## src/rtl/subvec_seq_pkg.sv

```systemverilog
package subvec_seq_pkg;

  localparam int LANE_W    = 3;
  localparam int MAX_LANES = 4;

  typedef enum logic {
    WALK_ROW = 1'b0,  // interleaved: i*S + j
    WALK_COL = 1'b1   // lane-plane:  i + VL*j
  } walk_mode_e;

  // map raw lane code onto the legal range 1..MAX_LANES
  function automatic logic [LANE_W-1:0] clamp_lanes(input logic [LANE_W-1:0] raw);
    if (raw == '0)
      return LANE_W'(1);
    else if (int'(raw) > MAX_LANES)
      return LANE_W'(MAX_LANES);
    else
      return raw;
  endfunction

endpackage

```

## src/rtl/subvec_walker.sv

```systemverilog
module subvec_walker
  import subvec_seq_pkg::*;
#(
  parameter int VL_W  = 7,
  parameter int OFF_W = 8
) (
  input  logic              clk,
  input  logic              rst,
  input  logic              clr,
  input  logic              adv,
  input  walk_mode_e        mode,
  input  logic [VL_W-1:0]   vl,
  input  logic [LANE_W-1:0] lanes,
  output logic [OFF_W-1:0]  off
);

  logic [VL_W-1:0]   row_q;
  logic [LANE_W-1:0] lane_q;
  logic [OFF_W-1:0]  base_q;
  logic [OFF_W-1:0]  off_q;
  logic [OFF_W-1:0]  inner_stride;
  logic [OFF_W-1:0]  outer_stride;
  logic [OFF_W-1:0]  base_next;
  logic              lane_wrap;

  always_comb begin
    if (mode == WALK_COL) begin
      inner_stride = OFF_W'(vl);
      outer_stride = OFF_W'(1);
    end else begin
      inner_stride = OFF_W'(1);
      outer_stride = OFF_W'(lanes);
    end
    base_next = base_q + outer_stride;
    lane_wrap = (lane_q == lanes - LANE_W'(1));
  end

  always_ff @(posedge clk) begin
    if (rst || clr) begin
      row_q  <= '0;
      lane_q <= '0;
      base_q <= '0;
      off_q  <= '0;
    end else if (adv) begin
      if (lane_wrap) begin
        lane_q <= '0;
        row_q  <= row_q + VL_W'(1);
        base_q <= base_next;
        off_q  <= base_next;
      end else begin
        lane_q <= lane_q + LANE_W'(1);
        off_q  <= off_q + inner_stride;
      end
    end
  end

  assign off = off_q;


  row_step_chk: assert property (@(posedge clk) disable iff (rst)
    (adv && !clr && mode == WALK_ROW) |=> off_q == OFF_W'(int'($past(off_q)) + 1));


  col_pos_chk: assert property (@(posedge clk) disable iff (rst)
    (adv && mode == WALK_COL) |->
      int'(off_q) == int'(row_q) + int'(vl) * int'(lane_q));


  off_bound_chk: assert property (@(posedge clk) disable iff (rst)
    adv |-> int'(off_q) < int'(vl) * int'(lanes));

endmodule

```

## src/rtl/subvec_ctrl.sv

```systemverilog
module subvec_ctrl
  import subvec_seq_pkg::*;
#(
  parameter int VL_W  = 7,
  parameter int CNT_W = 9
) (
  input  logic              clk,
  input  logic              rst,
  input  logic              start,
  input  logic              step,
  input  logic [VL_W-1:0]   vl_in,
  input  logic [LANE_W-1:0] lanes_in,
  input  logic              pack_in,
  input  logic              unpack_in,
  output logic [VL_W-1:0]   vl_q,
  output logic [LANE_W-1:0] lanes_q,
  output walk_mode_e        src_mode,
  output walk_mode_e        dst_mode,
  output logic              clr,
  output logic              adv,
  output logic              last,
  output logic              empty_start
);

  logic [LANE_W-1:0] lanes_eff;
  logic [CNT_W-1:0]  total_in;
  logic [CNT_W-1:0]  total_q;
  logic [CNT_W-1:0]  cnt_q;
  logic              running_q;

  always_comb begin
    lanes_eff   = clamp_lanes(lanes_in);
    total_in    = CNT_W'(vl_in) * CNT_W'(lanes_eff);
    clr         = start;
    adv         = running_q && step && !start;
    last        = adv && (cnt_q == total_q - CNT_W'(1));
    empty_start = start && (vl_in == '0);
  end

  always_ff @(posedge clk) begin
    if (rst) begin
      vl_q      <= '0;
      lanes_q   <= LANE_W'(1);
      src_mode  <= WALK_ROW;
      dst_mode  <= WALK_ROW;
      total_q   <= '0;
      cnt_q     <= '0;
      running_q <= 1'b0;
    end else if (start) begin
      vl_q      <= vl_in;
      lanes_q   <= lanes_eff;
      src_mode  <= pack_in   ? WALK_COL : WALK_ROW;
      dst_mode  <= unpack_in ? WALK_COL : WALK_ROW;
      total_q   <= total_in;
      cnt_q     <= '0;
      running_q <= (vl_in != '0);
    end else if (adv) begin
      cnt_q <= cnt_q + CNT_W'(1);
      if (last)
        running_q <= 1'b0;
    end
  end


  cnt_bound_chk: assert property (@(posedge clk) disable iff (rst)
    running_q |-> cnt_q < total_q);


  cfg_hold_chk: assert property (@(posedge clk) disable iff (rst)
    (running_q && !start) |=> ($stable(vl_q) && $stable(lanes_q) &&
                              $stable(src_mode) && $stable(dst_mode)));


  restart_clear_chk: assert property (@(posedge clk) disable iff (rst)
    start |=> cnt_q == '0);

endmodule

```

## src/rtl/subvec_seq_top.sv

```systemverilog
module subvec_seq_top
  import subvec_seq_pkg::*;
#(
  parameter int VL_MAX = 64,
  localparam int VL_W  = $clog2(VL_MAX + 1),
  localparam int OFF_W = $clog2(VL_MAX * MAX_LANES),
  localparam int CNT_W = $clog2(VL_MAX * MAX_LANES + 1)
) (
  input  logic              clk,
  input  logic              rst,
  input  logic              start_i,
  input  logic [VL_W-1:0]   vl_i,
  input  logic [LANE_W-1:0] svl_i,
  input  logic              pack_i,
  input  logic              unpack_i,
  input  logic              step_i,
  output logic              valid_o,
  output logic [OFF_W-1:0]  src_off_o,
  output logic [OFF_W-1:0]  dst_off_o,
  output logic              done_o
);

  localparam int NUM_SIDES = 2;

  logic [VL_W-1:0]   vl_q;
  logic [LANE_W-1:0] lanes_q;
  walk_mode_e        src_mode;
  walk_mode_e        dst_mode;
  logic              clr;
  logic              adv;
  logic              last;
  logic              empty_start;

  walk_mode_e       side_mode [NUM_SIDES];
  logic [OFF_W-1:0] side_off  [NUM_SIDES];

  subvec_ctrl #(
    .VL_W  (VL_W),
    .CNT_W (CNT_W)
  ) u_ctrl (
    .clk         (clk),
    .rst         (rst),
    .start       (start_i),
    .step        (step_i),
    .vl_in       (vl_i),
    .lanes_in    (svl_i),
    .pack_in     (pack_i),
    .unpack_in   (unpack_i),
    .vl_q        (vl_q),
    .lanes_q     (lanes_q),
    .src_mode    (src_mode),
    .dst_mode    (dst_mode),
    .clr         (clr),
    .adv         (adv),
    .last        (last),
    .empty_start (empty_start)
  );

  assign side_mode[0] = src_mode;
  assign side_mode[1] = dst_mode;

  for (genvar g = 0; g < NUM_SIDES; g++) begin : g_side
    subvec_walker #(
      .VL_W  (VL_W),
      .OFF_W (OFF_W)
    ) u_walk (
      .clk   (clk),
      .rst   (rst),
      .clr   (clr),
      .adv   (adv),
      .mode  (side_mode[g]),
      .vl    (vl_q),
      .lanes (lanes_q),
      .off   (side_off[g])
    );
  end

  always_ff @(posedge clk) begin
    if (rst) begin
      valid_o   <= 1'b0;
      done_o    <= 1'b0;
      src_off_o <= '0;
      dst_off_o <= '0;
    end else begin
      valid_o <= adv;
      done_o  <= last || empty_start;
      if (adv) begin
        src_off_o <= side_off[0];
        dst_off_o <= side_off[1];
      end
    end
  end


  same_mode_chk: assert property (@(posedge clk) disable iff (rst)
    (valid_o && src_mode == dst_mode) |-> src_off_o == dst_off_o);


  done_quiet_chk: assert property (@(posedge clk) disable iff (rst)
    done_o |=> !valid_o);


  valid_cause_chk: assert property (@(posedge clk) disable iff (rst)
    valid_o |-> ($past(step_i) && !$past(start_i)));


  empty_run_chk: assert property (@(posedge clk) disable iff (rst)
    (start_i && vl_i == '0) |=> (done_o && !valid_o));

endmodule

```

## config.mk

```make
export PLATFORM = sky130hd
export DESIGN_NAME = subvec_seq_top
export DESIGN_NICKNAME = d
export VERILOG_FILES = /design/src/rtl/subvec_seq_pkg.sv /design/src/rtl/subvec_walker.sv /design/src/rtl/subvec_ctrl.sv /design/src/rtl/subvec_seq_top.sv
export SDC_FILE = /design/constraint.sdc
export NUM_CORES = 1
export LEC_CHECK = 0
export BUFFER_PORTS_ARGS = -buffer_cell sky130_fd_sc_hd__buf_4
export CAP_MARGIN = 20
export CORE_ASPECT_RATIO = 0.7
export CORE_MARGIN = 2
export CORE_UTILIZATION = 50
export DETAILED_ROUTE_END_ITERATION = 8
export GPL_ROUTABILITY_DRIVEN = 0
export HOLD_SLACK_MARGIN = 0.1
export PLACE_DENSITY = 0.74
export SETUP_SLACK_MARGIN = 0.05
export SYNTH_ARGS = -nofsm -noshare
export SYNTH_HDL_FRONTEND = slang
export SYNTH_SLANG_ARGS = --single-unit
```

## constraint.sdc

```tcl
create_clock -name clk -period 6.6 [get_ports clk]
set_input_delay 0.33 -clock clk [delete_from_list [all_inputs] [get_ports clk]]
set_output_delay 0.33 -clock clk [all_outputs]
set_load 0.05 [all_outputs]
```

==> results of run 1 <==
-- sequential cells by signal, summed over array words and instances (netlist names) --
name,flops
done_o,1
u_ctrl.lanes_q,3
g_side.u_walk.lane_q,6
u_ctrl.dst_mode,1
src_off_o,8
u_ctrl.vl_q,7
u_ctrl.cnt_q,9
u_ctrl.total_q,9
g_side.u_walk.off,16
valid_o,1
u_ctrl.running_q,1
g_side.u_walk.base_q,16
u_ctrl.src_mode,1
dst_off_o,8
-- report_power, final --
part / switching (uW) / total, uW / internal, uW
logic: 99.4 / 168 / 68.5
registers: 18.5 / 556 / 538
clock network: 210 / 552 / 342
-- kinds of logic after synthesis --
| family | Yosys count |
|---|---|
| xor+xnor | 48 |
| simple gates | 229 |
| fa+ha+maj | 42 |
| compound gates | 133 |
| buf+inv | 62 |
| flops | 87 |
| mux | 27 |
-- final cells by class --
class	instances	share of cell area [%]
Clock buffer	11	4.10
Clock inverter	5	1.37
Inverter	35	2.22
Multi-Input combinational cell	479	55.6
Sequential cell	87	29.4
Tap cell	132	2.79
Timing Repair Buffer	35	4.44
-- per-stage QoR --
| stage | hold WS (ps) | worst slack [ps] | total power (uW) |
|---|---|---|---|
| after floorplan | 441 | 3690 | 688 |
| after global placement | 447 | 3380 | 725 |
| after detailed placement | 452 | 3230 | 732 |
| after CTS | 231 | 3580 | 1280 |
| after global routing | 241 | 3330 | 1330 |
| final | 230 | 3540 | 1280 |
-- placed cells by master, fill, tap and decap left out, types with 14 or more instances in the layout --
cell and instances:
ha_1 32, o21ai_0 23, mux2i_1 27, nand2_1 82, buf_4 35, nor2_1 58, dfxtp_1 87, a21oi_1 50
and2_1 14, xor2_1 21, inv_1 34, xnor2_1 23, nand3_1 14
-- synth_stat cells, drive strengths merged, types with 3 or more instances --
cell / count / area (um2)
mux2i: 27 / 270
o21ai: 24 / 120
nor2b: 8 / 50.1
o21a: 3 / 22.5
nor2: 59 / 229
nand4: 3 / 18.8
a2111oi: 3 / 32.5
o2111ai: 4 / 35.0
a31oi: 6 / 50.0
a21oi: 50 / 250
nand2: 82 / 308
inv: 35 / 131
a21o: 7 / 52.6
a22oi: 3 / 22.5
nand3b: 4 / 30.0
dfxtp: 87 / 1740
clkbuf: 20 / 75.1
xor2: 23 / 216
nor3b: 3 / 22.5
a211oi: 12 / 90.1
a221oi: 3 / 26.3
xnor2: 23 / 201
nor3: 9 / 50.1
and3: 5 / 31.3
or3: 6 / 37.5
a211o: 4 / 35.0
fa: 10 / 200
nand3: 15 / 80.1
buf: 7 / 35.0
or2: 4 / 25.0
nor4: 3 / 25.0
nand2b: 7 / 43.8
and2: 14 / 87.6
ha: 32 / 400
-- path summary, 6_finish.rpt --
| kind | endpoint | slack (ps) | depth (start not counted) |
|---|---|---|---|
| setup reg to reg | g_side[0].u_walk.base_q[5] | 4110 | 7 |
| setup / recovery | u_ctrl.total_q[8] | 3540 | 12 |
| hold / removal | u_ctrl.src_mode | 230 | 3 |
| hold reg to reg | src_off_o[2] | 460 | 2 |
-- worst register-to-register path: stages (launching register included) --
cell and delay, ps:
dfxtp_1 520, inv_1 140, ha_1 360, xor2_1 370
and4_1 590, nand2_1 130, xor2_1 170, nor2_1 60
-- routing by layer --
layer | up-vias | GRT usage, % | wire, um
li1 | 2216 | - | -
met1 | 2133 | 32.5 | 5930
met2 | 155 | 32.9 | 5240
met3 | 23 | 4.46 | 829
met4 | 0 | 7.51 | 216
met5 | - | 0 | 0
==> flow_metrics.py, run 1 <==
metrics = {
    "worst_hold_path": {
        "worstHoldStart": "pack_i",
        "worstHoldPathType": "in2reg",
    },
    "finish": {
        "final_core_utilization_pct": 57.4,
        "num_antenna_cells": 0,
        "drive_gt1_share_pct": 9.97,
        "multi_input_comb_area_mm2": 0.00329,
        "finish.cell_count_without_fillers": 784,
        "layout.cell_area.non_filler_mm2": 0.00592,
        "area_delta_synth_final_pct": 12.2,
        "combined_flip_flop_and_latch_cell_area_mm2": 0.00174,
        "finish.net_count": 705,
        "num-fill-cells": 927,
    },
    "critical_path": {
        "worstPathRequired_ps": 6880,
        "crit_chain": "buf_4, a21oi_1, nand2_1, fa_1, inv_1, ha_1, fa_1, a21o_1, a21oi_1, o21bai_1, a2111o_1, nand3_1",
        "worstReg2RegStart": "u_ctrl.lanes_q[0]",
        "crit_path_max_cell_delay_ps": 510,
        "setup.worst_path.start": "svl_i[2]",
        "highest_delay_cell_along_the_critical_path": "fa_1",
        "worst-setup-path-type": "in2reg",
        "critPathTopFamily": "compound AO/OA/AOI/OAI gates",
        "cp-start-kind": "primary input",
        "crit_fanout": 12,
        "worst_setup_path_end_kind": "flip-flop",
        "critical_path_buf_inv_count": 2,
        "data_arrival_time_of_the_worst_path_ps": 3340,
    },
    "clocking": {
        "cts_tree": "built",
        "clock_buffers_created_by_tritoncts": 9,
        "cts.hold.buffers_added": 0,
        "post-cts-setup-buffers": 0,
        "htreeDepth": 3,
        "worst_skew_pair.late_latency_ps": 340,
        "cts_root_buf": "clkbuf_16",
        "worst_setup_hold_path_clk_slew_ps": 60,
        "cts_sinks": 87,
        "cts.repair.resized": 0,
        "clock_path_buffers": 2,
    },
    "drt": {
        "firstDrtPassIters": 5,
        "ant_nets": 0,
        "drt-wirelength-per-cell_um": 15.6,
        "dr_total_vias": 4527,
        "avgViaCountPerCell": 5.77,
        "drt-initial-drc-count": 391,
        "drcViolationCount": 0,
        "totalWireLength_um": 12200,
    },
    "synthesis": {
        "syn-instance-count": 628,
        "synthesis.yosys.warnings": 0,
        "synth_compound_gate_area_share_pct": 16.2,
        "post_synth_xor_area_fraction_pct": 8.77,
        "prevailing_post_synth_register_cell": "dfxtp_1",
        "synth_seq_cells": 87,
        "post_synth_mux_area_share_pct": 5.12,
        "synth_top_family_by_area": "simple AND/OR/NAND/NOR gates",
        "async_flop_share_pct": 0,
        "synthAdderAreaFrac_pct": 11.4,
        "ys_types": 61,
        "synthesized_net_count": 686,
        "synth_enable_flop_cells": 0,
        "synth.avg_cell_area_um2": 8.40,
        "synth-seq-area-share_pct": 33.0,
        "post_synth_and_or_nand_nor_area_fraction_pct": 20.9,
        "synth_area_mm2": 0.00528,
    },
    "sta": {
        "timing.final.setup_violations": 0,
        "max_slew.worst_pin.slew_ps": 849,
        "report.final.hold_viol_count": 0,
        "final_min_period_over_clock_period_pct": 46.3,
        "setup_repair_after_global_routing_missed_its_margin": "false",
        "fin_tns_setup_ps": 0,
        "report.final.slew_viol_count": 0,
        "max_freq_mhz": 327,
        "final.setup_skew_ps": 4.07,
        "period_minus_slack_ps": 3060,
        "slew_headroom_pct": 43.4,
    },
    "placed_design": {
        "cell_count_after_placement": 768,
        "detailedPlacementHpwl_um": 8980,
        "placement.io_buffers": 33,
        "dpl-instance-area_mm2": 0.00559,
    },
    "grt": {
        "grt_first_pass_wirelength_um": 20600,
        "grt_resource_usage_total_pct": 22.3,
        "number_of_antenna_violations_at_the_first_check_in_global_routing": 0,
        "via_count_of_the_first_global_routing_pass": 4297,
        "grt_max_degree": 46,
        "grt.overflow.total": 0,
    },
    "floorplan": {
        "boundaryPins": 34,
        "core_area_mm2": 0.0103,
        "rows": 31,
        "fp.dieW_um": 127,
        "floorplan.initialDensity_pct": 51.1,
        "floorplan.die_area_mm2": 0.0114,
        "die_height_um": 89.9,
    },
    "power": {
        "worst_ir_drop_vdd_v": 0.000135,
        "cellPowerDensity_mw_per_mm2": 216,
        "power.leakage_uw": 0.00246,
    },
    "job": {
        "max_cap_violations": 0,
    },
    "outcome": {
        "outcome": "finished, final reports clean",
    },
}
Note: power is estimated with default switching activity, not from simulation.
==> inputs of run 2 (changes only) <==
Settings changed: PLACE_DENSITY 0.74 to 0.76.
Clock period 6.6 ns to 2.5 ns, I/O delays scaled along.
==> run 2 against run 1 <==
Against the previous run:
- worst hold slack lost 130 ps
- power grew to 2.6 times the previous value
- sequential cell count stayed put
- setup slack worse by 3400 ps
- clock skew grew 2.5 ps
- clock power increased to 2.5 times the previous value
- highest routed layer unchanged
==> flow_metrics.py, run 2 (synthesis results as in run 1) <==
metrics = {
    "clocking": {
        "clock_path_buffers": 2,
        "htreeDepth": 3,
        "clock_buffers_created_by_tritoncts": 9,
        "worst_setup_hold_path_clk_slew_ps": 60,
        "cts_tree": "built",
        "worst_skew_pair.late_latency_ps": 350,
        "cts_root_buf": "clkbuf_16",
        "cts_sinks": 87,
    },
    "sta": {
        "timing.final.setup_violations": 0,
        "final.hold.worst_slack_ps": 100,
        "report.final.slew_viol_count": 0,
        "max_freq_mhz": 427,
        "max_slew.worst_pin.slew_ps": 848,
        "final_min_period_over_clock_period_pct": 93.6,
        "period_minus_slack_ps": 2340,
        "report.final.hold_viol_count": 0,
        "final.setup_skew_ps": 6.53,
        "setup_repair_after_global_routing_missed_its_margin": "false",
        "slew_headroom_pct": 43.3,
        "setup_ws_ps": 160,
    },
    "grt": {
        "grt.overflow.total": 0,
        "grt_resource_usage_total_pct": 23.5,
        "grt_first_pass_wirelength_um": 21900,
        "via_count_of_the_first_global_routing_pass": 4584,
        "number_of_antenna_violations_at_the_first_check_in_global_routing": 0,
        "grt_max_degree": 46,
    },
    "outcome": {
        "outcome": "finished, final reports clean",
    },
    "finish": {
        "drive_gt1_share_pct": 13.2,
        "finish.net_count": 733,
        "area_delta_synth_final_pct": 17.1,
        "layout_common_cells": "dfxtp_1 (86), nand2_1 (82), nor2_1 (58)",
        "final_core_utilization_pct": 59.9,
        "num_antenna_cells": 0,
        "layout.cells.most_common": "dfxtp_1",
    },
    "critical_path": {
        "worstPathRequired_ps": 2790,
        "worst-setup-path-type": "in2reg",
        "worst_setup_path_end_kind": "flip-flop",
        "cp-start-kind": "primary input",
        "crit_fanout": 5,
        "data_arrival_time_of_the_worst_path_ps": 2630,
    },
    "worst_hold_path": {
        "worstHoldPathType": "in2reg",
    },
    "drt": {
        "ant_nets": 0,
        "dr_total_vias": 4631,
        "totalWireLength_um": 13000,
        "firstDrtPassIters": 5,
        "avgViaCountPerCell": 5.70,
        "drt-initial-drc-count": 263,
        "drcViolationCount": 0,
        "drt-wirelength-per-cell_um": 16.0,
    },
    "power": {
        "power.leakage_uw": 0.00259,
        "worst_ir_drop_vdd_v": 0.000371,
        "cellPowerDensity_mw_per_mm2": 540,
        "finalPower_uw": 3340,
    },
    "floorplan": {
        "core_area_mm2": 0.0103,
        "floorplan.die_area_mm2": 0.0114,
        "fp.dieW_um": 127,
        "boundaryPins": 34,
        "floorplan.initialDensity_pct": 51.1,
        "rows": 31,
        "die_height_um": 89.9,
    },
    "job": {
        "max_cap_violations": 0,
    },
    "placed_design": {
        "placement.io_buffers": 33,
        "dpl_worst_slack_ps": -146,
        "detailedPlacementHpwl_um": 9400,
    },
}
[run 2: final cells by class]
class	count	area (um2)
Clock inverter	5	57.6
Multi-Input combinational cell	479	3330
Timing Repair Buffer	63	508
Inverter	35	131
Tap cell	132	165
Clock buffer	11	243
Fill cell	906	4140
Sequential cell	87	1740
[run 2: power breakdown]
| part | leakage, uW | total (uW) | switching (uW) | internal [uW] |
|---|---|---|---|---|
| sequential | 0.000706 | 1470 | 47.7 | 1420 |
| clock | 0.000149 | 1380 | 574 | 802 |
| combinational | 0.00174 | 494 | 280 | 214 |
| total | 0.00259 | 3340 | 901 | 2440 |
[run 2: worst max-delay path, cell delays in order]
cell	delay, ps
dlygate4sd3_1	520
buf_4	130
nand2_1	70
fa_1	480
inv_1	70
fa_2	340
a21o_1	170
a21oi_2	130
o21bai_1	100
a2111o_1	400
nand3_1	80
[run 2: path summary, 6_finish.rpt]
kind,from,to,slack (ps),cells past startpoint
worst max register to register,u_ctrl.src_mode,g_side[0].u_walk.off[6],270,9
worst min register to register,dst_off_o[7],dst_off_o[7],460,2
worst min-delay path,vl_i[6],u_ctrl.vl_q[6],100,3
worst max-delay path,vl_i[3],u_ctrl.total_q[8],160,11
[run 2: repair_timing]
action                                  4_1_cts  5_1_grt
resized for setup                             0        2
setup buffers                                 0        2
endpoints found under the hold margin         9        0
hold buffers                                  9        0
endpoints found under the setup margin        0        5
[run 2: routing by layer]
metal	vias up	part of all wire (%)	GRT usage (%)	wire length, um
met5	-	0	0	0
met4	0	1.6	7.23	208
met3	23	5.6	5.36	723
met2	149	45	37.1	5850
met1	2199	48	32.3	6190
li1	2260	-	-	-
[run 2: stage by stage]
step | instance area, um2 | instances | setup TNS [ps]
2_1_floorplan | 5300 | 628 | 0
3_3_place_gp | 5760 | 785 | -56.0
3_5_place_dp | 5760 | 785 | -146
4_1_cts | 6150 | 810 | 0
5_1_grt | 6180 | 812 | 0
6_report | 6180 | 812 | 0
